File: src/rtl/hdr_htc_len_adj.sv
module hdr_htc_len_adj #(
  parameter int LEN_W     = 14,
  parameter int OVR_W     = 9,
  parameter int FC_W      = 16,
  parameter int NTF_W     = 2,
  parameter int HTC_BYTES = 4,
  parameter int ORDER_BIT = 15
) (
  input  logic             clk,
  input  logic             rst_n,
  input  logic             in_valid,
  output logic             in_ready,
  input  logic [FC_W-1:0]  in_fc,
  input  logic             in_htc_req,
  input  logic             in_no_htc,
  input  logic [NTF_W-1:0] in_notify,
  input  logic [LEN_W-1:0] in_len,
  input  logic [LEN_W-1:0] in_qhdr_len,
  input  logic             in_ovr_en,
  input  logic [OVR_W-1:0] in_ovr_val,
  output logic             out_valid,
  input  logic             out_ready,
  output logic [FC_W-1:0]  out_fc,
  output logic             out_htc,
  output logic [LEN_W-1:0] out_len,
  output logic             out_err
);
  localparam logic [LEN_W-1:0] LEN_MAX = {LEN_W{1'b1}};
  localparam logic [LEN_W:0]   HTC_DEC = (LEN_W+1)'(HTC_BYTES);

  logic             supp, fire;
  logic [LEN_W:0]   diff_q, sum_o, diff_h;
  logic             uf_ovr, uf_htc, err_n;
  logic [LEN_W-1:0] len_a, len_n;
  logic [FC_W-1:0]  fc_n;

  assign in_ready = !out_valid || out_ready;
  assign fire     = in_valid && in_ready;
  assign supp     = in_no_htc && (in_notify != '0);

  assign diff_q = {1'b0, in_len} - {1'b0, in_qhdr_len};
  assign uf_ovr = in_ovr_en && diff_q[LEN_W];
  assign sum_o  = diff_q + (LEN_W+1)'(in_ovr_val);

  always_comb begin
    if (!in_ovr_en)        len_a = in_len;
    else if (uf_ovr)       len_a = '0;
    else if (sum_o[LEN_W]) len_a = LEN_MAX;
    else                   len_a = sum_o[LEN_W-1:0];
  end

  assign diff_h = {1'b0, len_a} - HTC_DEC;
  assign uf_htc = supp && diff_h[LEN_W];
  assign err_n  = uf_ovr || uf_htc;

  always_comb begin
    if (err_n)     len_n = '0;
    else if (supp) len_n = diff_h[LEN_W-1:0];
    else           len_n = len_a;
  end

  assign fc_n = in_fc & ~(FC_W'(supp) << ORDER_BIT);

  always_ff @(posedge clk or negedge rst_n) begin
    if (!rst_n) begin
      out_valid <= 1'b0;
      out_fc    <= '0;
      out_htc   <= 1'b0;
      out_len   <= '0;
      out_err   <= 1'b0;
    end else if (fire) begin
      out_valid <= 1'b1;
      out_fc    <= fc_n;
      out_htc   <= in_htc_req && !supp;
      out_len   <= len_n;
      out_err   <= err_n;
    end else if (out_ready) begin
      out_valid <= 1'b0;
    end
  end

  assert_accept_R1: assert property (@(posedge clk) disable iff (!rst_n)
    (in_valid && in_ready) |=> out_valid);

  assert_hold_R2: assert property (@(posedge clk) disable iff (!rst_n)
    (out_valid && !out_ready) |=> (out_valid && $stable(out_fc) && $stable(out_len)
                                   && $stable(out_htc) && $stable(out_err)));

  assert_suppress_R3: assert property (@(posedge clk) disable iff (!rst_n)
    (fire && in_no_htc && in_notify != '0) |=> (!out_htc && !out_fc[ORDER_BIT]));

  assert_fc_pass_R4: assert property (@(posedge clk) disable iff (!rst_n)
    fire |=> (out_fc[ORDER_BIT-1:0] == $past(in_fc[ORDER_BIT-1:0])));

  assert_plain_len_R5: assert property (@(posedge clk) disable iff (!rst_n)
    (fire && !in_ovr_en && !(in_no_htc && in_notify != '0)) |=> (out_len == $past(in_len) && !out_err));

  assert_err_zero_R7: assert property (@(posedge clk) disable iff (!rst_n)
    (out_valid && out_err) |-> (out_len == '0));
endmodule

File: config.mk
export PLATFORM = sky130hd
export DESIGN_NAME = hdr_htc_len_adj
export DESIGN_NICKNAME = d
export VERILOG_FILES = /design/src/rtl/hdr_htc_len_adj.sv
export SDC_FILE = /design/constraint.sdc
export NUM_CORES = 1
export LEC_CHECK = 0
export ABC_AREA = 0
export BUFFER_PORTS_ARGS = -buffer_cell sky130_fd_sc_hd__clkbuf_2
export CAP_MARGIN = 0
export CORE_ASPECT_RATIO = 1.75
export CORE_MARGIN = 4
export CORE_UTILIZATION = 45
export CTS_CLUSTER_DIAMETER = 40
export CTS_CLUSTER_SIZE = 40
export DETAILED_ROUTE_END_ITERATION = 6
export PLACE_DENSITY = 0.68
export SYNTH_ARGS = -nofsm -noshare
export SYNTH_HDL_FRONTEND = slang
export SYNTH_SLANG_ARGS = --single-unit
File: constraint.sdc
create_clock -name clk -period 1.8 [get_ports clk]
set_input_delay 0.18 -clock clk [delete_from_list [all_inputs] [get_ports clk]]
set_output_delay 0.18 -clock clk [all_outputs]
set_load 0.005 [all_outputs]
# Word-level counts from Yosys, hierarchy flattened
# Index checks and enable logic that the tools add are counted.
# W data, S select, Z words.
dict set report word_totals {
  register_bits 33
  in_bits 62
  out_inout_bits 34
  wordCells 28
}
dict set report classes {
  add_sub_neg 3
  muxes 7
  bitwise_logic 2
  n_reduce_logical 11
}
# op count
set ops {}
lappend ops {{$mux W14} 5}
lappend ops {{$and A16 B16 Y16} 1}
lappend ops {{$not A16 Y16} 1}
lappend ops {{$add A15 B9 Y15} 1}
lappend ops {{$sub A14 B14 Y15} 1}
lappend ops {{$sub A14 B3 Y15 const B} 1}
lappend ops {{$logic_and A1 B1 Y1} 5}
lappend ops {{$reduce_bool A2 Y1} 2}
lappend ops {{$logic_not A1 Y1} 2}
lappend ops {{$logic_or A1 B1 Y1} 2}
lappend ops {{$mux W1} 2}

# Longest topological paths before layout
# Gate-level depths: netlist (run 1).
dict set report logic_depth {
  depth_word 9
  mapped_depth 24
  ltp_nobuf 23
}

# Worst setup path before layout (run 1)
# Ideal clock, no wire load.
dict set report synth_timing {
  path_type {input to register}
  from {input port in_qhdr_len[3]}
  to {register out_len[10]}
  setup_time_ns 0.121
  t_arrival_ns 4.225
  required_time_ns 1.679
  setup_slack_ns -2.546
  cell_stages 24
  path_buffers 2
  cell_sequence {inv_1 > ha_1 > a21o_1 > a21oi_1 > nand2_1 > a21o_1 > a21oi_1 > xnor2_1 > ha_1 > a21o_1 > a31o_2 > a21oi_1 > a211oi_1 > buf_2 > o21ai_0 > nor2_1 > a21oi_1 > ha_1 > o211ai_1 > inv_1 > o211ai_2 > o41a_1 > buf_6 > a22o_1}
}
dict set report synth_between {
  elab_chain_cells 9
  word_cells_on_any_way 11
  classes_between {add/sub: 3; mux: 5; reduce/logical: 3}
}
# item line
set synth_rtl {}
lappend synth_rtl {{start: declaration} 18} ;# input logic [LEN_W-1:0] in_qhdr_len,
lappend synth_rtl {{$sub A14 B14 Y15 *} 41} ;# assign diff_q = {1'b0, in_len} - {1'b0, in_qhdr_len};
lappend synth_rtl {{$add A15 B9 Y15} 43} ;# assign sum_o = diff_q + (LEN_W+1)'(in_ovr_val);
lappend synth_rtl {{$mux W14} 48} ;# else if (sum_o[LEN_W]) len_a = LEN_MAX;
lappend synth_rtl {{$mux W14} 47} ;# else if (uf_ovr) len_a = '0;
lappend synth_rtl {{$mux W14} 46} ;# if (!in_ovr_en) len_a = in_len;
lappend synth_rtl {{$sub A14 B3 Y15} 52} ;# assign diff_h = {1'b0, len_a} - HTC_DEC;
lappend synth_rtl {{$logic_and A1 B1 Y1} 53} ;# assign uf_htc = supp && diff_h[LEN_W];
lappend synth_rtl {{$logic_or A1 B1 Y1} 54} ;# assign err_n = uf_ovr || uf_htc;
lappend synth_rtl {{$mux W14 *} 57} ;# if (err_n) len_n = '0;
lappend synth_rtl {{end signal: assignment} 75} ;# out_len <= len_n;
lappend synth_rtl {{end: declaration} 25} ;# output logic [LEN_W-1:0] out_len,
# Mark *: on every way between the ends. The rest lies on a longest branch, timed or not.
# A chain may end at the register's enable or synchronous reset.

# Worst setup path after layout (run 1)
dict set report layout_timing {
  from {input port in_qhdr_len[1]}
  to {register out_len[13]}
}
# The elaborated chain is that of the path after synthesis.

==> metrics.md, run 1 <==
| Metric | Value |
|---|---|
| Outcome | `finished with violations` |
| Failing checks | `negative setup slack` |
| Setup tns final | `-30.19 ns` |
| Number of synthesis warnings | `0` |
| Worst r2r path cells | `7` |
| Mean Syn Cell Area | `8.779 µm²` |
| Final HPWL DP | `a little over 8 mm` |
| Clock Path Buffers | `2` |
| WL per Instance | `14.93 µm` |
| DP Cell Count | `646` |
| DRC | `0` |
| Initial antenna violation count | `0` |
| Global route overflow | `0` |
| Post-DRT Antenna Nets | `0` |
| Die H | `118.3 µm` |
| Hold path cells | `2` |
| Io pins | `96` |
| First-pass GRT wire length | `16.15 mm` |
| Post-synth EDFFs | `0` |
| FF-to-FF End | `out_err$_DFFE_PN0P_` |
| Max Clk Rate | `0.2593 GHz` |
| Post-Syn Nets | `around 450` |
| Fraction of registers with async set/reset | `between 90% and 100%` |
| Top-area cell type share of the netlist area | `between 20% and 30%` |
| Pwr per Cell Area | `~800 nW/µm²` |
| Crit path DAT | `4.03 ns` |
| Root Driver | `clkbuf_16` |
| Count of different cell masters after synthesis | `57` |
| Initial DRC count | `127` |
| Area growth syn-to-layout | `61.49%` |
| Layout Skew | `0.003047 ns` |
| Max-cap viol count | `0` |
| Period utilisation layout | `214.3%` |
| Drt first pass iters | `4` |
| Initial core utilization | `45.92%` |
| Synthesized instance count | `356` |
| Cell chain of the critical path | `buf_8 -> inv_4 -> ha_4 -> nor2b_4 -> o2111ai_2 -> nand2_1 -> a21o_1 -> a21oi_2 -> xnor2_2 -> ha_1 -> a21o_1 -> a31o_4 -> buf_6 -> xor2_2 -> or4_1 -> o22ai_2 -> buf_4 -> nand3_4 -> or3_4 -> o311ai_2` |
| Crit path max-delay family | `compound AO/OA/AOI/OAI gates` |
| Minimum clock period after layout | `3.857 ns` |
| R2R setup slack | `approximately 0.35 ns` |
| Area leader, netlist | `dfrtp_1` |
| Final Wtd Congestion | `0.8801` |
| Final Max Slew Viols | `0` |
| Vias in the first global route | `roughly 3.8k` |
| Layout cells sized above 1 | `between 50% and 60%` |
| Gate power share | `54.6%` |
| GR Util All Layers | `23.51%` |
| Commonest cells post-synth | `dfrtp_1, a21oi_1, ha_1` |
| # rows | `40` |
| H-tree Lvls | `2` |
| IR drop worst, VDD | `0.0003193 V` |
| Via count | `roughly 3.6k` |
| Top-count cell post-synth | `dfrtp_1` |
| Num CTS Buffers | `5` |
| Worst EP required | `1.97 ns` |
| Drt total wl | `9.885 mm` |
| Post-synthesis cell area | `3125 µm²` |
| Fin worst setup slack | `-2.057 ns` |
| Clock tree sinks | `33` |
| Drt via density | `5.372` |
| Reg clk slew, reported paths | `0.05 ns` |
| Switching power total | `1364 µW` |
| WP buf/inv | `4` |
| Final nets | `roughly 670` |
| Actual slew at the worst max-slew pin | `between 0.7 and 0.8 ns` |
| Hold Crit Class | `in -> reg` |
| Startpoint Class | `input port` |
| Die X | `about 70 µm` |
| Kind of critical path | `in -> reg` |
| Sequential Power Share | `23.5%` |
| Synth top area cells | `dfrtp_1, ha_1, mux2_2, a21oi_1, a22o_1` |
| Stages on the worst setup path | `20` |
| Count of final setup violators | `15` |
| Crit Path Max Fanout | `3` |
| CTS tree | `done` |
| Most used cell, CP | `a21o_1` |
| Die area | `8396 µm²` |
| ANT cells | `0` |
| Worst path max stage delay | `0.53 ns` |
| Synth Flop Type | `dfrtp_1` |
| Hold Vio Cnt, Final | `0` |
| Hold EP | `out_valid$_DFFE_PN0P_` |
| RSZ-0062 raised after global routing | `yes` |
| Final Util | `74.15%` |
| #FFs+latches synth | `33` |
| Final Non-Filler Cells | `662` |
| Core area | `6807 µm²` |
| Hold_sp | `in_valid` |
| Clock Power Share | `roughly 22%` |
| Sw Share | `34.09%` |
| Post-synthesis sequential area ratio | `about a quarter` |
| CP max stage cell | `or4_1` |
| Largest net degree at the start of global routing | `34` |
| Worst-Skew Late Latency | `approximately 0.28 ns` |
| Pint | `2638 µW` |
| Leakage | `0.002535 µW` |
| CP Capture Type | `flip-flop` |
| R2r startpoint | `out_valid$_DFFE_PN0P_` |
| Normalized max-slew margin | `49.79%` |
| Port bufs | `95` |
worst max-delay path by stage:
stage,from,end,slack [ns]
floorplan,in_qhdr_len[3],out_len[10]$_DFFE_PN0P_,-2.31
global placement,in_qhdr_len[3],out_len[2]$_DFFE_PN0P_,-2.24
detailed placement,in_qhdr_len[3],out_len[3]$_DFFE_PN0P_,-2.39
CTS,in_qhdr_len[1],out_len[6]$_DFFE_PN0P_,-1.99
global route,in_qhdr_len[3],out_len[10]$_DFFE_PN0P_,-2.22
finish,in_qhdr_len[1],out_len[13]$_DFFE_PN0P_,-2.06
power groups by stage:
stage	sequential, µW	clock, µW	combinational, µW
2_1_floorplan	950	0	1040
3_3_place_gp	942	0	1960
3_5_place_dp	949	0	2010
4_1_cts	941	896	2120
5_1_grt	956	923	2390
6_report	942	874	2190
cells in the final DEF, fill, tap and decap left out, types with 5 or more instances in the layout:
cell       synthesis  final
xor2_1             9      8
ha_2               0      5
inv_1             23     21
nand2_1           18     18
buf_4              0    126
a22o_1            15     15
nor3_1             8      8
o21ai_0           24     20
nand2b_1           7      6
nor2b_1            6      5
nor2_1            22     21
a21oi_1           32     25
xnor2_1           15     14
clkbuf_2           0     93
clkbuf_16          0      5
dfrtp_1           33     33
a21o_1            13     13
a21oi_2            0      6
o21a_1             7      7
o211ai_1           9      9
mux2_2            16     16
ha_1              27     20
logic make-up (layout without fill, tap and decap cells):
logic type	after synthesis	after routing	synth area share, %
flip-flops	33	33	26.42
multiplexers	19	19	6.725
AO/OA/AOI/OAI	135	135	30.06
adder cells (fa/ha/maj)	29	29	12.09
AND/OR/NAND/NOR	82	82	13.61
buffers and inverters	34	256	4.363
XOR/XNOR	24	24	6.726
timing repair:
action / in CTS / in global routing
setup buffers: 4 / 3
pin swaps: 11 / 11
resized for setup: 23 / 13
endpoints found under the hold margin: 33 / 0
hold buffers: 1 / 0
setup endpoints to repair: 15 / 15
through the flow:
| stage | total power (µW) | worst slack (ns) | area (µm²) | hold slack (ns) |
|---|---|---|---|---|
| final | 4003 | -2.057 | 5047 | 0.1275 |
| after global routing | 4269 | -2.219 | 5047 | 0.1423 |
| after CTS | 3957 | -1.992 | 4969 | 0.1199 |
| after detailed placement | 2961 | -2.387 | 4662 | 0.2777 |
| after global placement | 2905 | -2.240 | 4662 | 0.2780 |
| after floorplan | 1987 | -2.310 | 3218 | -0.1156 |
area by class of cell:
class / instances / area [µm²]
Clock buffer: 7 / 152.6
Clock inverter: 1 / 5.005
Fill cell: 561 / 1759
Inverter: 23 / 101.3
Multi-Input combinational cell: 289 / 2372
Sequential cell: 33 / 825.8
Tap cell: 84 / 105.1
Timing Repair Buffer: 225 / 1485
per-layer routing:
metal | wire length [µm] | GRT usage, % | share of wire (%)
met2 | 5655 | 47.73 | 57
met3 | 355 | 1.362 | 3.6
met1 | 3526 | 22.69 | 36
met4 | 348 | 11.18 | 3.5
met5 | 0 | 0 | 0
flip-flops by register name (all words and copies together) (netlist names):
name and flops:
out_err 1, out_fc 16, out_htc 1, out_len 14
out_valid 1
(Power assumes the default switching activity.)
==> run 2: changes to the inputs <==
--- a/config.mk
+++ b/config.mk
@@ -8,7 +8,6 @@
 export ABC_AREA = 0
 export BUFFER_PORTS_ARGS = -buffer_cell sky130_fd_sc_hd__clkbuf_2
 export CAP_MARGIN = 0
-export CORE_ASPECT_RATIO = 1.75
 export CORE_MARGIN = 4
 export CORE_UTILIZATION = 45
 export CTS_CLUSTER_DIAMETER = 40
==> run 2 against run 1 <==
Compared with the run above: highest routed layer unchanged; cell count decreased by 0.60%; the flow still finishes with violations (negative setup slack); clock skew grew 0.0022 ns; count of clock-buffer cells in the layout unchanged; non-clock buffer count fell by 1; total power decreased by 1.9%; largest cell class unchanged; register-to-register slack worse by 0.21 ns; sequential cell count did not move.
==> metrics.md, run 2 (synthesis gave the netlist of run 1 again) <==
| Metric | Value |
|---|---|
| Outcome | `finished with violations` |
| Failing checks | `negative setup slack` |
| RSZ-0062 raised after global routing | `yes` |
| Gate power share | `57.7% (+3.1 points)` |
| # fillers | `491 (-12%)` |
| Largest Register | `out_fc` |
| Sw Share | `35.68% (+1.6 points)` |
| Drt total wl | `9.788 mm (-0.98%)` |
| Final Max Slew Viols | `0 (unchanged)` |
| Global route overflow | `0 (unchanged)` |
| H-tree Lvls | `2 (unchanged)` |
| Layout cells sized above 1 | `52.08% (+1.7 points)` |
| WL per Instance | `14.88 µm (-0.38%)` |
| Max Clk Rate | `0.2667 GHz (+2.9%)` |
| Pwr per Cell Area | `768.2 nW/µm² (-3.1%)` |
| Io pins | `96 (unchanged)` |
| Hold Vio Cnt, Final | `0 (unchanged)` |
| Startpoint Class | `input port` |
| Core area | `6756 µm² (-0.74%)` |
| CP max stage cell | `o41a_4` |
| # rows | `30 (-25%)` |
| Hold Crit Class | `in -> reg` |
| Via count | `3,567 (+0.31%)` |
| Area of the multi-input gates | `2477 µm² (+4.4%)` |
| Minimum clock period after layout | `3.750 ns (-0.1073 ns)` |
| Initial antenna violation count | `0 (unchanged)` |
| Largest net degree at the start of global routing | `34 (unchanged)` |
| R2R setup slack | `0.14 ns (-0.21 ns)` |
| Final HPWL DP | `7.503 mm (-8.0%)` |
| Final nets | `668 (unchanged)` |
| Initial DRC count | `82 (-35%)` |
| CTS tree | `done` |
| Switching power total | `1401 µW (+2.7%)` |
| Largest register FFs | `16 (unchanged)` |
| Port bufs | `95 (unchanged)` |
| DRC | `0 (unchanged)` |
| Drt via density | `5.421 (+0.92%)` |
| Period utilisation layout | `208.3% (-6.0 points)` |
| Die X | `91.34 µm (+29%)` |
| Setup tns final | `-28.77 ns (+1.420 ns)` |
| Num CTS Buffers | `5 (unchanged)` |
| Worst EP required | `1.97 ns (about the same)` |
| Normalized max-slew margin | `48.30% (-1.5 points)` |
| Area growth syn-to-layout | `63.57%` |
| Worst-Skew Late Latency | `0.29 ns (about the same)` |
| Initial core utilization | `46.26% (+0.34 points)` |
| Sequential Power Share | `23.8% (+0.3 points)` |
| Kind of critical path | `in -> reg` |
| Pint | `2526 µW (-4.3%)` |
| Dpl ws | `-2.460 ns (-0.07369 ns)` |
| Reg clk slew, reported paths | `0.07 ns (+0.02 ns)` |
| Register area | `825.8 µm² (unchanged)` |
| Largest regs | `out_fc x16, out_len x14` |
| Worst path max stage delay | `0.49 ns (-0.04 ns)` |
| IR drop worst, VDD | `0.0004384 V (+37%)` |
| Final hold slack | `0.1070 ns (-0.02053 ns)` |
| CP Capture Type | `flip-flop` |
| Actual slew at the worst max-slew pin | `0.7755 ns (+0.02246 ns)` |
| ANT cells | `0 (unchanged)` |
| First-pass GRT wire length | `15.74 mm (-2.6%)` |
| Layout Skew | `0.005239 ns (+0.002192 ns)` |
| Commonest non-fill, non-tap cell in the layout | `buf_4` |
| Die area | `8343 µm² (-0.63%)` |
| Clock Power Share | `18.4% (-3.4 points)` |
| Die H | `91.34 µm (-23%)` |
| Crit Path Max Fanout | `7 (+4)` |
| Count of final setup violators | `15 (unchanged)` |
| Cell chain of the critical path | `clkbuf_2 -> inv_1 -> ha_1 -> fa_2 -> nand2b_4 -> nand2b_1 -> a21oi_1 -> xnor2_1 -> ha_1 -> o211ai_1 -> o21ai_2 -> a31o_4 -> a21oi_4 -> a211oi_4 -> nor2b_1 -> nor3_2 -> a21oi_2 -> ha_2 -> o211ai_1 -> inv_1 -> o211ai_4 -> o41a_4 -> a22o_1` |
| Most frequent cells in the layout | `buf_4, clkbuf_2, dfrtp_1` |
| Root Driver | `clkbuf_8` |
| GR Util All Layers | `22.63% (-0.88 points)` |
| Clock Path Buffers | `2 (unchanged)` |
| Drt first pass iters | `4 (unchanged)` |
| Post-DRT Antenna Nets | `0 (unchanged)` |
| Max-cap viol count | `0 (unchanged)` |
| Fin worst setup slack | `-1.950 ns (+0.1073 ns)` |
| Vias in the first global route | `3,488 (-7.5%)` |
| Crit path DAT | `3.92 ns (-0.11 ns)` |
| Final Wtd Congestion | `0.8594 (-2.4%)` |
| Leakage | `0.002541 µW (+0.26%)` |
| Clock tree sinks | `33 (unchanged)` |
run 2: worst paths after layout:
| kind | from | to | cells after the start |
|---|---|---|---|
| max | in_len[0] | out_len[10]$_DFFE_PN0P_ | 23 |
| min | in_htc_req | out_htc$_DFFE_PN0P_ | 2 |
| max reg2reg | out_valid$_DFFE_PN0P_ | out_len[13]$_DFFE_PN0P_ | 6 |
| min reg2reg | out_fc[1]$_DFFE_PN0P_ | out_fc[1]$_DFFE_PN0P_ | 1 |
| max in group asynchronous | rst_n | out_len[13]$_DFFE_PN0P_ | 2 |
| min in group asynchronous | rst_n | out_len[0]$_DFFE_PN0P_ | 2 |
run 2: area by class of cell:
class                           count  area share, %
Clock buffer                        7          1.689
Clock inverter                      1         0.5874
Inverter                           23          1.982
Multi-Input combinational cell    290          48.46
Sequential cell                    33          16.15
Tap cell                           80          1.958
Timing Repair Buffer              224          29.17
run 2: per-stage QoR:
step | area, µm² | power [µW] | cells | utilization (%)
global placement | 4634 | 2861 | 639 | 68.59
detailed placement | 4634 | 2914 | 639 | 68.59
global route | 5112 | 4182 | 658 | 75.67
finish | 5112 | 3927 | 658 | 75.67
CTS | 4987 | 3783 | 655 | 73.81
floorplan | 3218 | 1987 | 356 | -
run 2: what timing repair did:
action,4_1_cts,5_1_grt
resized for setup,30,23
buffers inserted,6,4
hold buffers,1,0
cloned,1,0
endpoints found under the setup margin,15,15
endpoints found under the hold margin,33,0
pin swaps,32,20
run 2: routing by layer:
| metal | routed length [µm] | vias up | global-route usage [%] |
|---|---|---|---|
| met5 | 0 | - | 0 |
| met4 | 241 | 0 | 9.171 |
| met3 | 497 | 16 | 3.148 |
| met2 | 4888 | 119 | 40.28 |
| met1 | 4159 | 1657 | 27.26 |
| li1 | - | 1775 | - |
run 2: power by group through the flow:
stage	registers, µW	clock network (µW)	logic, µW
global route	948	768	2470
floorplan	950	0	1040
detailed placement	947	0	1970
CTS	934	727	2120
global placement	942	0	1920
finish	936	724	2270
run 2: worst max-delay path: cells and delay by family:
family / cells / cell delay [ns]
AO/OA/AOI/OAI: 11 / 1.79
XOR/XNOR: 1 / 0.13
adder cells (fa/ha/maj): 4 / 1.10
buffers and inverters: 3 / 0.26
AND/OR/NAND/NOR: 4 / 0.46
==> run 3: changes to the inputs <==
--- a/config.mk
+++ b/config.mk
@@ -13,6 +13,7 @@
 export CTS_CLUSTER_DIAMETER = 40
 export CTS_CLUSTER_SIZE = 40
 export DETAILED_ROUTE_END_ITERATION = 6
+export GPL_TIMING_DRIVEN = 0
 export PLACE_DENSITY = 0.68
 export SYNTH_ARGS = -nofsm -noshare
 export SYNTH_HDL_FRONTEND = slang
==> run 3 against run 2 <==
Compared with the run above: the run still ends with negative setup slack left; first-iteration DRC count is 16% lower; die area did not move; worst setup slack worse by 0.27 ns; via count decreased by 12%; fmax fell by 6.8%; total power down 17%; sequential cell count did not move; critical path depth up 2; worst hold slack better by 0.019 ns; sequential share of layout area increased by 2.7 points; design area is 14% lower; critical endpoint is now out_len[11]$_DFFE_PN0P_; largest power group unchanged.
==> metrics.md, run 3 (synthesis gave the netlist of run 1 again) <==
| Metric | Value |
|---|---|
| Outcome | `finished with violations` |
| Failing checks | `negative setup slack` |
| Port bufs | `94 (-1.1%)` |
| Minimum clock period after layout | `4.022 ns (+0.2718 ns)` |
| Final HPWL DP | `6.483 mm (-14%)` |
| Setup tns final | `-32.54 ns (-3.770 ns)` |
| Num CTS Buffers | `5 (unchanged)` |
| Global route overflow | `0 (unchanged)` |
| Final Max Slew Viols | `0 (unchanged)` |
| Io pins | `96 (unchanged)` |
| Switching power total | `1233 µW (-12%)` |
| Cell area after layout | `4372 µm² (-14%)` |
| Most frequent cells in the layout | `clkbuf_2, dfrtp_1, buf_4` |
| Crit path DAT | `4.18 ns (+0.26 ns)` |
| Final Non-Filler Cells | `571 (-13%)` |
| Sequential Power Share | `28.6% (+4.8 points)` |
| Area growth syn-to-layout | `39.87%` |
| Largest net degree at the start of global routing | `34 (unchanged)` |
| WL per Instance | `14.69 µm (-1.2%)` |
| Vias in the first global route | `3,193 (-8.5%)` |
| IR drop worst, VDD | `0.0003157 V (-28%)` |
| First-pass GRT wire length | `14.08 mm (-11%)` |
| Post-DRT Antenna Nets | `0 (unchanged)` |
| Period utilisation layout | `223.4% (+15 points)` |
| Pint | `2019 µW (-20%)` |
| R2R setup slack | `0.07 ns (-0.07 ns)` |
| Worst-Skew Late Latency | `0.27 ns (-0.02 ns)` |
| Initial DRC count | `69 (-16%)` |
| Final Wtd Congestion | `0.8555 (-0.45%)` |
| Sw Share | `37.91% (+2.2 points)` |
| Core area | `6756 µm² (unchanged)` |
| Clock Path Buffers | `2 (unchanged)` |
| Placed Area | `3789 µm² (-18%)` |
| Drt first pass iters | `4 (unchanged)` |
| RSZ-0062 raised after global routing | `yes` |
| Leakage | `0.002067 µW (-19%)` |
| Largest regs | `out_fc x16, out_len x14` |
| Crit Path Max Fanout | `5 (-2)` |
| Die area | `8343 µm² (unchanged)` |
| Largest Register | `out_fc` |
| Hold Crit Class | `in -> reg` |
| Clock Power Share | `15.6% (-2.8 points)` |
| Via count | `3,156 (-12%)` |
| Clock tree sinks | `33 (unchanged)` |
| Final nets | `581 (-13%)` |
| Initial core utilization | `46.26% (unchanged)` |
| Area of the multi-input gates | `2424 µm² (-2.2%)` |
| Root Driver | `clkbuf_8` |
| Startpoint Class | `input port` |
| GR Util All Layers | `20.30% (-2.3 points)` |
| Die X | `91.34 µm (unchanged)` |
| Layout Skew | `0.005009 ns (-0.0002298 ns)` |
| Largest register FFs | `16 (unchanged)` |
| ANT cells | `0 (unchanged)` |
| H-tree Lvls | `2 (unchanged)` |
| Final hold slack | `0.1263 ns (+0.01925 ns)` |
| DP Cell Count | `530 (-17%)` |
| Die H | `91.34 µm (unchanged)` |
| Fin worst setup slack | `-2.222 ns (-0.2718 ns)` |
| Max-cap viol count | `0 (unchanged)` |
| Register area | `825.8 µm² (unchanged)` |
| # fillers | `602 (+23%)` |
| CP Capture Type | `flip-flop` |
| Reg clk slew, reported paths | `0.07 ns (about the same)` |
| DRC | `0 (unchanged)` |
| Initial antenna violation count | `0 (unchanged)` |
| Layout cells sized above 1 | `40.33% (-12 points)` |
| Kind of critical path | `in -> reg` |
| Hold Vio Cnt, Final | `0 (unchanged)` |
| Drt total wl | `8.389 mm (-14%)` |
| CTS tree | `done` |
| # rows | `30 (unchanged)` |
| Drt via density | `5.527 (+2.0%)` |
| Pwr per Cell Area | `744.0 nW/µm² (-3.2%)` |
| Count of final setup violators | `15 (unchanged)` |
| Actual slew at the worst max-slew pin | `0.7588 ns (-0.01676 ns)` |
| Worst EP required | `1.96 ns (about the same)` |
| Commonest non-fill, non-tap cell in the layout | `clkbuf_2` |
| Gate power share | `55.7% (-2.0 points)` |
| Max Clk Rate | `0.2487 GHz (-6.8%)` |
| Normalized max-slew margin | `49.41% (+1.1 points)` |
[run 3: cell types whose count changed in the layout (fill, tap and decap cells not counted), moves of 3 or more]
cell	previous run	this run
buf_6	2	5
clkbuf_1	1	9
a21oi_2	7	2
a21oi_4	1	4
buf_4	126	29
[run 3: area by class of cell]
class / instances / share of cell area, %
buffer: 11 / 1.317
clock buffer: 6 / 1.660
clock inverter: 2 / 0.2290
inverter: 23 / 2.318
multi-input combinational: 289 / 55.44
sequential: 33 / 18.89
tap: 80 / 2.290
timing repair buffer: 127 / 17.86
[run 3: layer usage]
metal	global-route usage, %	part of all wire (%)	vias to the layer above
li1	-	-	1596
met1	25.28	45	1455
met2	36.73	49	92
met3	1.823	4.4	13
met4	6.533	1.4	0
met5	0	0	-
[run 3: path summary, 6_finish.rpt]
| kind | from | endpoint | cells past startpoint |
|---|---|---|---|
| setup reg to reg | out_valid$_DFFE_PN0P_ | out_len[7]$_DFFE_PN0P_ | 6 |
| max in group asynchronous | rst_n | out_fc[8]$_DFFE_PN0P_ | 2 |
| setup / recovery | in_qhdr_len[3] | out_len[11]$_DFFE_PN0P_ | 25 |
| min in group asynchronous | rst_n | out_fc[1]$_DFFE_PN0P_ | 2 |
| hold reg to reg | out_fc[0]$_DFFE_PN0P_ | out_fc[0]$_DFFE_PN0P_ | 1 |
| hold / removal | in_fc[15] | out_fc[15]$_DFFE_PN0P_ | 2 |
[run 3: critical path, cell delays in order]
cell       delay [ns]
clkbuf_16        0.13
inv_12           0.04
ha_4             0.18
a21o_1           0.18
a21oi_4          0.16
nand2_2          0.07
a21o_1           0.19
a21oi_2          0.15
xnor2_1          0.15
ha_1             0.28
a21o_1           0.18
a31o_4           0.22
a21oi_4          0.18
a211oi_4         0.06
buf_6            0.14
nor2b_1          0.10
nor3_1           0.05
a21oi_1          0.19
ha_2             0.22
o211ai_1         0.08
inv_1            0.13
o211ai_4         0.10
o41a_1           0.42
buf_6            0.17
a22o_1           0.19
[run 3: metrics by stage]
step | util (%) | worst slack, ns | total power [µW]
4_1_cts | 63.24 | -2.112 | 3186
6_report | 64.70 | -2.222 | 3253
3_3_place_gp | 56.07 | -2.903 | 2391
2_1_floorplan | - | -2.310 | 1987
3_5_place_dp | 56.07 | -2.975 | 2417
5_1_grt | 64.70 | -2.350 | 3524
[run 3: what timing repair did]
action,CTS,global route
hold buffers,1,0
setup buffers,26,7
setup endpoints to repair,15,17
cloned,1,0
resized for setup,36,15
hold endpoints to repair,32,0
pin swaps,37,7
[run 3: power groups by stage]
| stage | registers (µW) | clock network [µW] | logic (µW) |
|---|---|---|---|
| global placement | 938 | 0 | 1450 |
| floorplan | 950 | 0 | 1040 |
| detailed placement | 946 | 0 | 1470 |
| CTS | 933 | 530 | 1720 |
| global route | 954 | 570 | 2000 |
| finish | 931 | 508 | 1810 |
